### src/rtl/msi_pkg.sv
package msi_pkg;

    localparam int ADDR_W = 8;
    localparam int DATA_W = 16;
    localparam int LINES  = 8;
    localparam int IDX_W  = $clog2(LINES);
    localparam int TAG_W  = ADDR_W - IDX_W;

    typedef enum logic [1:0] {
        ST_I = 2'd0,
        ST_S = 2'd1,
        ST_M = 2'd2
    } line_st_e;

    typedef enum logic [1:0] {
        CMD_NONE = 2'd0,
        CMD_RD   = 2'd1,
        CMD_RDX  = 2'd2,
        CMD_WB   = 2'd3
    } bus_cmd_e;

    typedef struct packed {
        logic [TAG_W-1:0]  tag;
        line_st_e          st;
        logic [DATA_W-1:0] data;
    } line_t;

    function automatic logic [IDX_W-1:0] addr_idx(input logic [ADDR_W-1:0] a);
        return a[IDX_W-1:0];
    endfunction

    function automatic logic [TAG_W-1:0] addr_tag(input logic [ADDR_W-1:0] a);
        return a[ADDR_W-1:IDX_W];
    endfunction

    function automatic logic line_match(input line_t l, input logic [ADDR_W-1:0] a);
        return (l.st != ST_I) && (l.tag == addr_tag(a));
    endfunction

endpackage

### src/rtl/msi_line_store.sv
module msi_line_store
    import msi_pkg::*;
(
    input  logic             clk,
    input  logic             rst,
    input  logic [IDX_W-1:0] rd_a_idx,
    output line_t            rd_a,
    input  logic [IDX_W-1:0] rd_b_idx,
    output line_t            rd_b,
    input  logic             pr_we,
    input  logic [IDX_W-1:0] pr_idx,
    input  line_t            pr_line,
    input  logic             sn_we,
    input  logic [IDX_W-1:0] sn_idx,
    input  line_st_e         sn_st
);

    line_t lines_q [LINES];

    for (genvar g = 0; g < LINES; g++) begin : g_line
        always_ff @(posedge clk) begin
            if (rst) begin
                lines_q[g] <= '{tag: '0, st: ST_I, data: '0};
            end else if (pr_we && pr_idx == IDX_W'(g)) begin
                lines_q[g] <= pr_line;
            end else if (sn_we && sn_idx == IDX_W'(g)) begin
                lines_q[g].st <= sn_st;
            end
        end
    end

    assign rd_a = lines_q[rd_a_idx];
    assign rd_b = lines_q[rd_b_idx];

    // out of reset both read ports see Invalid lines
    a_r1_reset_invalid: assert property (@(posedge clk)
        rst |=> (rd_a.st == ST_I && rd_b.st == ST_I));

    // processor and snoop never update the same line in one cycle
    a_r9_no_update_clash: assert property (@(posedge clk) disable iff (rst)
        (pr_we && sn_we) |-> (pr_idx != sn_idx));

endmodule

### src/rtl/msi_snoop_side.sv
module msi_snoop_side
    import msi_pkg::*;
(
    input  logic              snp_valid,
    input  bus_cmd_e          snp_cmd,
    input  logic [ADDR_W-1:0] snp_addr,
    input  line_t             snp_line,
    output logic              flush,
    output logic [DATA_W-1:0] flush_data,
    output logic              upd_we,
    output line_st_e          upd_st
);

    logic hit;
    logic dirty;

    assign hit        = snp_valid && line_match(snp_line, snp_addr);
    assign dirty      = hit && (snp_line.st == ST_M);
    assign flush_data = snp_line.data;

    always_comb begin
        flush  = 1'b0;
        upd_we = 1'b0;
        upd_st = snp_line.st;
        if (hit) begin
            unique case (snp_cmd)
                CMD_RD: begin
                    flush  = dirty;
                    upd_we = dirty;
                    upd_st = ST_S;
                end
                CMD_RDX: begin
                    flush  = dirty;
                    upd_we = 1'b1;
                    upd_st = ST_I;
                end
                default: begin
                    flush  = 1'b0;
                    upd_we = 1'b0;
                end
            endcase
        end
    end

endmodule

### src/rtl/msi_cpu_side.sv
module msi_cpu_side
    import msi_pkg::*;
(
    input  logic              clk,
    input  logic              rst,
    input  logic              cpu_req,
    input  logic              cpu_we,
    input  logic [ADDR_W-1:0] cpu_addr,
    input  logic [DATA_W-1:0] cpu_wdata,
    output logic              cpu_ready,
    output logic [DATA_W-1:0] cpu_rdata,
    input  line_t             cur_line,
    input  logic              snp_block,
    output logic              bus_req,
    output bus_cmd_e          bus_cmd,
    output logic [ADDR_W-1:0] bus_addr,
    output logic [DATA_W-1:0] bus_wdata,
    input  logic              bus_gnt,
    input  logic [DATA_W-1:0] bus_rdata,
    output logic              pr_we,
    output line_t             pr_line
);

    typedef enum logic [1:0] {
        PS_IDLE  = 2'd0,
        PS_WBACK = 2'd1,
        PS_FETCH = 2'd2
    } pstate_e;

    pstate_e fsm_q, fsm_d;

    logic tag_eq;
    logic rd_hit;
    logic wr_hit;
    logic victim_dirty;

    assign tag_eq       = cur_line.tag == addr_tag(cpu_addr);
    assign rd_hit       = tag_eq && (cur_line.st != ST_I);
    assign wr_hit       = tag_eq && (cur_line.st == ST_M);
    assign victim_dirty = !tag_eq && (cur_line.st == ST_M);
    assign cpu_rdata    = cur_line.data;

    always_comb begin
        fsm_d     = fsm_q;
        cpu_ready = 1'b0;
        bus_req   = 1'b0;
        bus_cmd   = CMD_NONE;
        bus_addr  = cpu_addr;
        bus_wdata = cur_line.data;
        pr_we     = 1'b0;
        pr_line   = cur_line;
        unique case (fsm_q)
            PS_IDLE: begin
                if (cpu_req && !snp_block) begin
                    if (cpu_we ? wr_hit : rd_hit) begin
                        cpu_ready = 1'b1;
                        if (cpu_we) begin
                            pr_we        = 1'b1;
                            pr_line.data = cpu_wdata;
                        end
                    end else if (victim_dirty) begin
                        fsm_d = PS_WBACK;
                    end else begin
                        fsm_d = PS_FETCH;
                    end
                end
            end
            PS_WBACK: begin
                if (!victim_dirty) begin
                    fsm_d = PS_FETCH;
                end else begin
                    bus_req  = 1'b1;
                    bus_cmd  = CMD_WB;
                    bus_addr = {cur_line.tag, addr_idx(cpu_addr)};
                    if (bus_gnt) begin
                        pr_we      = 1'b1;
                        pr_line.st = ST_I;
                        fsm_d      = PS_FETCH;
                    end
                end
            end
            PS_FETCH: begin
                bus_req = 1'b1;
                bus_cmd = cpu_we ? CMD_RDX : CMD_RD;
                if (bus_gnt) begin
                    pr_we   = 1'b1;
                    pr_line = '{tag:  addr_tag(cpu_addr),
                                st:   cpu_we ? ST_M : ST_S,
                                data: cpu_we ? cpu_wdata : bus_rdata};
                    fsm_d   = PS_IDLE;
                end
            end
            default: fsm_d = PS_IDLE;
        endcase
    end

    always_ff @(posedge clk) begin
        if (rst) fsm_q <= PS_IDLE;
        else     fsm_q <= fsm_d;
    end

    // a completed access never coincides with a bus request
    a_r2_hit_no_bus: assert property (@(posedge clk) disable iff (rst)
        cpu_ready |-> !bus_req);

    // completion only answers a pending request
    a_r10_ready_needs_req: assert property (@(posedge clk) disable iff (rst)
        cpu_ready |-> cpu_req);

    // a fill is never issued over a dirty line of another tag
    a_r7_fill_after_wb: assert property (@(posedge clk) disable iff (rst)
        (fsm_q == PS_FETCH) |-> !(cur_line.st == ST_M && cur_line.tag != addr_tag(cpu_addr)));

endmodule

### src/rtl/msi_coherence_ctrl.sv
module msi_coherence_ctrl
    import msi_pkg::*;
(
    input  logic              clk,
    input  logic              rst,
    input  logic              cpu_req,
    input  logic              cpu_we,
    input  logic [ADDR_W-1:0] cpu_addr,
    input  logic [DATA_W-1:0] cpu_wdata,
    output logic              cpu_ready,
    output logic [DATA_W-1:0] cpu_rdata,
    output logic              bus_req,
    output logic [1:0]        bus_cmd,
    output logic [ADDR_W-1:0] bus_addr,
    output logic [DATA_W-1:0] bus_wdata,
    input  logic              bus_gnt,
    input  logic [DATA_W-1:0] bus_rdata,
    input  logic              snp_valid,
    input  logic [1:0]        snp_cmd,
    input  logic [ADDR_W-1:0] snp_addr,
    output logic              snp_flush,
    output logic [DATA_W-1:0] snp_data
);

    line_t    cpu_line;
    line_t    snp_line;
    line_t    pr_line;
    logic     pr_we;
    logic     sn_we;
    line_st_e sn_st;
    bus_cmd_e issued_cmd;
    logic     snp_block;

    assign snp_block = snp_valid && (addr_idx(snp_addr) == addr_idx(cpu_addr));
    assign bus_cmd   = issued_cmd;

    msi_line_store u_store (
        .clk      (clk),
        .rst      (rst),
        .rd_a_idx (addr_idx(cpu_addr)),
        .rd_a     (cpu_line),
        .rd_b_idx (addr_idx(snp_addr)),
        .rd_b     (snp_line),
        .pr_we    (pr_we),
        .pr_idx   (addr_idx(cpu_addr)),
        .pr_line  (pr_line),
        .sn_we    (sn_we),
        .sn_idx   (addr_idx(snp_addr)),
        .sn_st    (sn_st)
    );

    msi_snoop_side u_snoop (
        .snp_valid  (snp_valid),
        .snp_cmd    (bus_cmd_e'(snp_cmd)),
        .snp_addr   (snp_addr),
        .snp_line   (snp_line),
        .flush      (snp_flush),
        .flush_data (snp_data),
        .upd_we     (sn_we),
        .upd_st     (sn_st)
    );

    msi_cpu_side u_cpu (
        .clk       (clk),
        .rst       (rst),
        .cpu_req   (cpu_req),
        .cpu_we    (cpu_we),
        .cpu_addr  (cpu_addr),
        .cpu_wdata (cpu_wdata),
        .cpu_ready (cpu_ready),
        .cpu_rdata (cpu_rdata),
        .cur_line  (cpu_line),
        .snp_block (snp_block),
        .bus_req   (bus_req),
        .bus_cmd   (issued_cmd),
        .bus_addr  (bus_addr),
        .bus_wdata (bus_wdata),
        .bus_gnt   (bus_gnt),
        .bus_rdata (bus_rdata),
        .pr_we     (pr_we),
        .pr_line   (pr_line)
    );

    // a snooped write-back or idle command never draws a flush
    a_r8_wb_snoop_quiet: assert property (@(posedge clk) disable iff (rst)
        (snp_valid && (snp_cmd == 2'd3 || snp_cmd == 2'd0)) |-> !snp_flush);

    // a processor access colliding with a snoop index is held off
    a_r9_snoop_first: assert property (@(posedge clk) disable iff (rst)
        snp_block |-> !cpu_ready);

endmodule

### config.mk
export PLATFORM = sky130hd
export DESIGN_NAME = msi_coherence_ctrl
export DESIGN_NICKNAME = d
export VERILOG_FILES = /design/src/rtl/msi_pkg.sv /design/src/rtl/msi_line_store.sv /design/src/rtl/msi_snoop_side.sv /design/src/rtl/msi_cpu_side.sv /design/src/rtl/msi_coherence_ctrl.sv
export SDC_FILE = /design/constraint.sdc
export NUM_CORES = 1
export LEC_CHECK = 0
export BUFFER_PORTS_ARGS = -buffer_cell sky130_fd_sc_hd__buf_2
export CAP_MARGIN = 40
export CORE_MARGIN = 2
export CORE_UTILIZATION = 40
export DETAILED_ROUTE_END_ITERATION = 12
export PLACE_DENSITY = 0.62
export SLEW_MARGIN = 15
export SYNTH_ARGS = -nofsm -noshare
export SYNTH_HDL_FRONTEND = slang
export SYNTH_SLANG_ARGS = --single-unit
export TNS_END_PERCENT = 5
### constraint.sdc
create_clock -name clk -period 4.9 [get_ports clk]
set_input_delay 0 -clock clk [delete_from_list [all_inputs] [get_ports clk]]
set_output_delay 0 -clock clk [all_outputs]
set_load 0.1 [all_outputs]
==> flow_summary.ini, run 1 <==
[run_status]
status = finished clean

[timing]
min_period_over_period_pct = 74.5
timing.fmax_mhz = 274
fin_skew_ns = 0.0145
tightest_slew_ns = 0.868
worst_slew_margin_rel_pct = 42.1
setup_violations = 0
whs_ns = 0.0541
finalHoldViolations = 0
min_period_ns = 3.65
maxSlewViolCount = 0
rsz0062_at_grt = no
fin_setup_tns_ns = 0

[grt]
antenna_found_initial = 0
grt_pass1_wl_mm = 50.7
use_met1_pct = 32.0
grt_use_met3_pct = 3.27
use_met2_pct = 38.3
overflow = 0
busiest_layer = met2
grt_usage_pct = 23.6
grt_pass1_vias = 8416
grt_start_max_net_pins = 41

[place]
hpwl_mm = 23.4
portBuffers = 116
placed_cells = 1404
place_area_um2 = 12300
routabilityCongestion = 0.855

[setup_path]
critPathCaptureType = flop
cp_max_fo = 12
cp.arrival_ns = 3.81
path_class = flop to flop
startpoint_type = flop
required_ns = 5.06

[run]
drv_cap = 0

[clock_tree]
ctsLongestPathBuffers = 2
root_buffer = clkbuf_16
cts_resized = 0
numCtsBuffers = 17
htree_levels = 4
clk_latency_ns = 0.45
cts_setup_buffers = 0
numClockSinks = 186
cts_tree = built
clkTransAtPathRegs_ns = 0.08

[detailed_routing]
drt-initial-drc-count = 857
wl_per_cell_um = 23.8
drc = 0
postRouteAntennaNets = 0
routed_via_density = 5.97
drt_pass1_iterations = 5
drt_wl_total_mm = 34.1
vias = 8582

[cells_and_area]
design.final.nets = 1108
instances_no_fill = 1437
syn_to_final_growth_pct = 15.1
fin_area_um2 = 12900
layout-drive-gt1-share_pct = 30.4
n_antenna_cell = 0
fin_util_pct = 46.7

[floorplanning]
io_pins = 117
coreArea_um2 = 27700
die_x_um = 172
die_h_um = 172
rows = 61
initial_core_util_pct = 40.6
die_area_um2 = 29500

[yosys]
synth_nets = 1013
ys_ff_latch = 186
syn_area_per_cell_um2 = 11.8
async_flop_share_pct = 0
netlist_instances = 951
synth_top_area_share_pct = 49.1
syn_area_um2 = 11200
ys_top_cells_by_area = edfxtp_1, mux4_2, nor2_1, mux2i_1, nand2_1
synth_top_family_by_area = multiplexers
synth_xor_xnor_area_share_pct = 0.779
yosys_most_used_dff = edfxtp_1
ys_seq_area_share_pct = 49.5
synth_compound_area_share_pct = 9.99
ys_types = 61
synth_top_area_cell = edfxtp_1
synthMuxAreaShare_pct = 21.5
ys_warn_count = 0
synth_common_cells = nor2_1, edfxtp_1, nand2_1
synth_edf_count = 184
synth_most_common_cell = nor2_1
synth-simple-area-share_pct = 13.2
synth_fa_ha_area_share_pct = 0.668

[power]
power_frac_seq_pct = 40.8
power_density_nw_per_um2 = 352
p_comb_share_pct = 28.8
p_clk_share_pct = 30.3
p_leak_nw = 4.87
power.net_switching_mw = 1.65
power.internal_mw = 2.91
switching_share_pct = 36.2
ir_worst_vdd_uv = 252

[min_path]
hp-class = input port to flop
[sequential cells by signal (all words and copies together), names as in the netlist]
signal           count
u_store.lines_q    184
u_cpu.fsm_q          2
[cell type report]
type / count / area (µm²)
fill: 2511 / 14800
sequential: 186 / 5570
multi-input combinational: 656 / 5190
timing repair buffer: 173 / 1090
tap: 378 / 473
clock buffer: 18 / 429
clock inverter: 14 / 151
inverter: 12 / 45.0
[cell usage in the layout (no fill, tap or decap), types with 3 or more instances in the layout]
| cell | Yosys | routed |
|---|---|---|
| clkbuf_16 | 0 | 17 |
| buf_2 | 17 | 115 |
| mux2i_1 | 34 | 34 |
| ha_1 | 6 | 6 |
| mux2_2 | 27 | 27 |
| buf_12 | 0 | 6 |
| o21ai_0 | 14 | 14 |
| a32o_1 | 6 | 6 |
| buf_4 | 19 | 51 |
| a21oi_1 | 36 | 36 |
| edfxtp_1 | 184 | 184 |
| and2_1 | 5 | 5 |
| o32ai_1 | 4 | 4 |
| o211ai_1 | 7 | 7 |
| nor2b_1 | 13 | 13 |
| a211oi_1 | 7 | 7 |
| nor3_1 | 11 | 11 |
| nor2_1 | 209 | 209 |
| a22o_1 | 18 | 18 |
| o21a_1 | 6 | 6 |
| a311oi_2 | 10 | 10 |
| o22ai_1 | 4 | 4 |
| inv_1 | 11 | 11 |
| xnor2_1 | 8 | 8 |
| a221o_1 | 4 | 4 |
| nand2b_1 | 6 | 6 |
| nor4_1 | 4 | 4 |
| nand2_1 | 89 | 89 |
| mux4_2 | 78 | 78 |
| a311oi_1 | 7 | 7 |
| clkinv_4 | 0 | 3 |
| inv_6 | 0 | 6 |
| nand3_1 | 5 | 5 |
[what timing repair did]
item,CTS,global route
setup endpoints to repair,0,0
endpoints found under the hold margin,2,0
hold buffers,1,0
[through the flow]
stage / setup slack (ns) / power, mW
6_report: 1.25 / 4.55
2_1_floorplan: 0.810 / 2.86
4_1_cts: 1.31 / 4.56
5_1_grt: 0.987 / 4.71
3_3_place_gp: 1.36 / 3.18
3_5_place_dp: 1.23 / 3.20
[worst paths after layout]
check	depth (start not counted)	from	slack [ns]	end
hold / removal	3	cpu_wdata[5]	0.05	u_store.lines_q[2][5]
setup reg to reg	10	u_store.lines_q[0][21]	1.25	u_store.lines_q[4][11]
hold reg to reg	2	u_cpu.fsm_q[0]	0.51	u_cpu.fsm_q[0]
setup / recovery	10	u_store.lines_q[0][21]	1.25	u_store.lines_q[4][11]
[critical path, stage by stage, from the launching register on]
cell and delay, ns:
edfxtp_1 0.39, nor2b_1 0.14, a2111oi_0 0.68, or4_1 0.21
o211ai_1 0.12, nor4_4 0.36, mux2i_1 0.34, buf_4 0.23
o21ai_0 0.16, nand2_1 0.50, buf_12 0.22
[power by group through the flow]
| stage | clock (mW) | sequential (mW) | combinational (mW) |
|---|---|---|---|
| 2_1_floorplan | 0 | 1.88 | 0.983 |
| 3_5_place_dp | 0 | 1.89 | 1.30 |
| 3_3_place_gp | 0 | 1.89 | 1.29 |
| 6_report | 1.38 | 1.86 | 1.31 |
| 4_1_cts | 1.39 | 1.86 | 1.31 |
| 5_1_grt | 1.45 | 1.86 | 1.39 |
[routing by layer]
metal	routed length [µm]	part of all wire [%]
met4	1080	3.2
met2	16400	48
met1	14200	41
met5	0	0
met3	2490	7.3
[kinds of logic after synthesis]
logic type,Yosys count
flops,186
xor+xnor,10
buf+inv,109
fa+ha+maj,6
compound gates,146
mux,140
simple gates,354
Note: power is estimated with default switching activity, not from simulation.
==> run 2: changes to the inputs <==
clock period = 3.6 ns   (was 4.9 ns; I/O delays follow)
==> run 2 against run 1 <==
Compared with the run above: wire length fell by 1.3%; utilization rose by 0.74 points; cell count rose by 0.84%; critical endpoint is now u_store.lines_q[7][2]; sequential power rose by 36%; first-iteration DRC count fell by 6.9%; non-clock buffer count rose by 12; clock skew fell by 0.0024 ns; clock power rose by 40%; flip-flop and latch count did not move; critical path depth fell by 1; global-route usage fell by 0.37 points.
==> flow_summary.ini, run 2 (same netlist as run 1, synthesis figures left out) <==
[clock_tree]
clkTransAtPathRegs_ns = 0.07
numClockSinks = 186
cts_setup_buffers = 0
numCtsBuffers = 17
clk_latency_ns = 0.44
htree_levels = 4
ctsLongestPathBuffers = 2
cts_tree = built
root_buffer = clkbuf_16

[detailed_routing]
routed_via_density = 5.92
postRouteAntennaNets = 0
drt_wl_total_mm = 33.7
vias = 8583
drt-initial-drc-count = 798
wl_per_cell_um = 23.3
met3_length_mm = 3.11
drt_pass1_iterations = 5
top_layer_used = met5
drt-met1-wl_mm = 13.8
drc = 0
met2_length_mm = 16.2

[floorplanning]
die_h_um = 172
die_x_um = 172
initial_core_util_pct = 40.6
io_pins = 117
die_area_um2 = 29500
coreArea_um2 = 27700
rows = 61

[grt]
antenna_found_initial = 2
grt_pass1_vias = 8182
grt_start_max_net_pins = 34
grt_pass1_wl_mm = 49.9
overflow = 0
grt_usage_pct = 23.2

[run_status]
status = finished clean

[cells_and_area]
largest_reg_flops = 184
layout_common_cells = nor2_1, edfxtp_1, buf_2, nand2_1, mux4_2
n_antenna_cell = 0
layout-drive-gt1-share_pct = 31.4
reg_top3 = u_store.lines_q (184), u_cpu.fsm_q (2)
fin_util_pct = 47.4
regMostFlops = u_store.lines_q
design.final.nets = 1120
syn_to_final_growth_pct = 16.9
layout_commonest_cell = nor2_1

[setup_path]
r2r_end = u_store.lines_q[7][2]
cp_max_fo = 25
path_class = flop to flop
cp.arrival_ns = 3.36
reg2reg_from = u_store.lines_q[0][21]
startpoint_type = flop
slowest_delay_ns = 0.60
rrSetupSlack_ns = 0.41
required_ns = 3.77
path_cells = nor2b_1 > a2111oi_1 > or4_1 > o211ai_1 > nor4_4 > buf_4 > a21oi_1 > a311oi_2 > nor2_1
worst_r2r_path_depth = 9
critPathCaptureType = flop
slowest_stage = a311oi_2

[timing]
worst_slew_margin_rel_pct = 42.1
min_period_ns = 3.19
setup_violations = 0
min_period_over_period_pct = 88.7
maxSlewViolCount = 0
fin_skew_ns = 0.0121
whs_ns = 0.0630
tightest_slew_ns = 0.844
timing.fmax_mhz = 313
finalHoldViolations = 0
rsz0062_at_grt = no

[run]
drv_cap = 0

[min_path]
hold_depth = 3
min_to = u_store.lines_q[6][5]
hp-class = input port to flop
min_from = cpu_wdata[5]

[power]
ir_worst_vdd_uv = 318
p_leak_nw = 4.96
power_density_nw_per_um2 = 479

[place]
hpwl_mm = 23.3
routabilityCongestion = 0.882
portBuffers = 116
## run 2: power breakdown
group          switching, mW  internal (mW)  total [mW]  leakage (nW)
Combinational           1.29          0.535        1.83          2.75
Clock                  0.877           1.06        1.93         0.298
Sequential            0.0545           2.48        2.53          1.92
Total                   2.22           4.07        6.29          4.96
## run 2: area by class of cell
class / instances / area [µm²]
fillers: 2486 / 14600
well taps: 378 / 473
clock inverters: 14 / 183
multi-input cells: 656 / 5190
flip-flops and latches: 186 / 5570
inverters: 12 / 45.0
repair buffers: 185 / 1260
clock buffers: 18 / 429
## run 2: per-stage QoR
stage / instances / setup slack (ns) / total power [mW] / TNS (ns) / area (µm²)
CTS: 1449 / 0.294 / 6.30 / 0 / 13100
floorplan: 951 / -0.0588 / 3.89 / -0.0588 / 11300
detailed placement: 1416 / 0.362 / 4.39 / 0 / 12500
finish: 1449 / 0.408 / 6.29 / 0 / 13100
global route: 1449 / 0.111 / 6.51 / 0 / 13100
global placement: 1415 / 0.401 / 4.38 / 0 / 12500
## run 2: worst max-delay path: cells and delay by family, from the launching register on
kind / cells / cell delay [ns]
compound gates: 4 / 1.42
buf+inv: 1 / 0.35
flops: 1 / 0.37
simple gates: 4 / 0.78
## run 2: how the worst max path moves through the flow
| stage | startpoint | endpoint |
|---|---|---|
| 3_5_place_dp | cpu_addr[1] | u_store.lines_q[4][0] |
| 4_1_cts | u_store.lines_q[0][21] | u_store.lines_q[7][2] |
| 2_1_floorplan | cpu_addr[2] | bus_addr[7] |
| 3_3_place_gp | u_store.lines_q[0][21] | u_store.lines_q[7][5] |
| 6_report | u_store.lines_q[0][21] | u_store.lines_q[7][2] |
| 5_1_grt | u_store.lines_q[0][21] | u_store.lines_q[7][2] |
## run 2: timing repair
item | CTS | global route
setup endpoints to repair | 0 | 1
hold endpoints to repair | 1 | 0
gates resized for setup | 0 | 1
hold buffers | 1 | 0
## run 2: routing by layer
layer  track usage [%]  up-vias
met5                 0        -
met3              4.37       46
met1              31.8     4281
li1                  -     3788
met2              38.1      464
met4              5.97        4
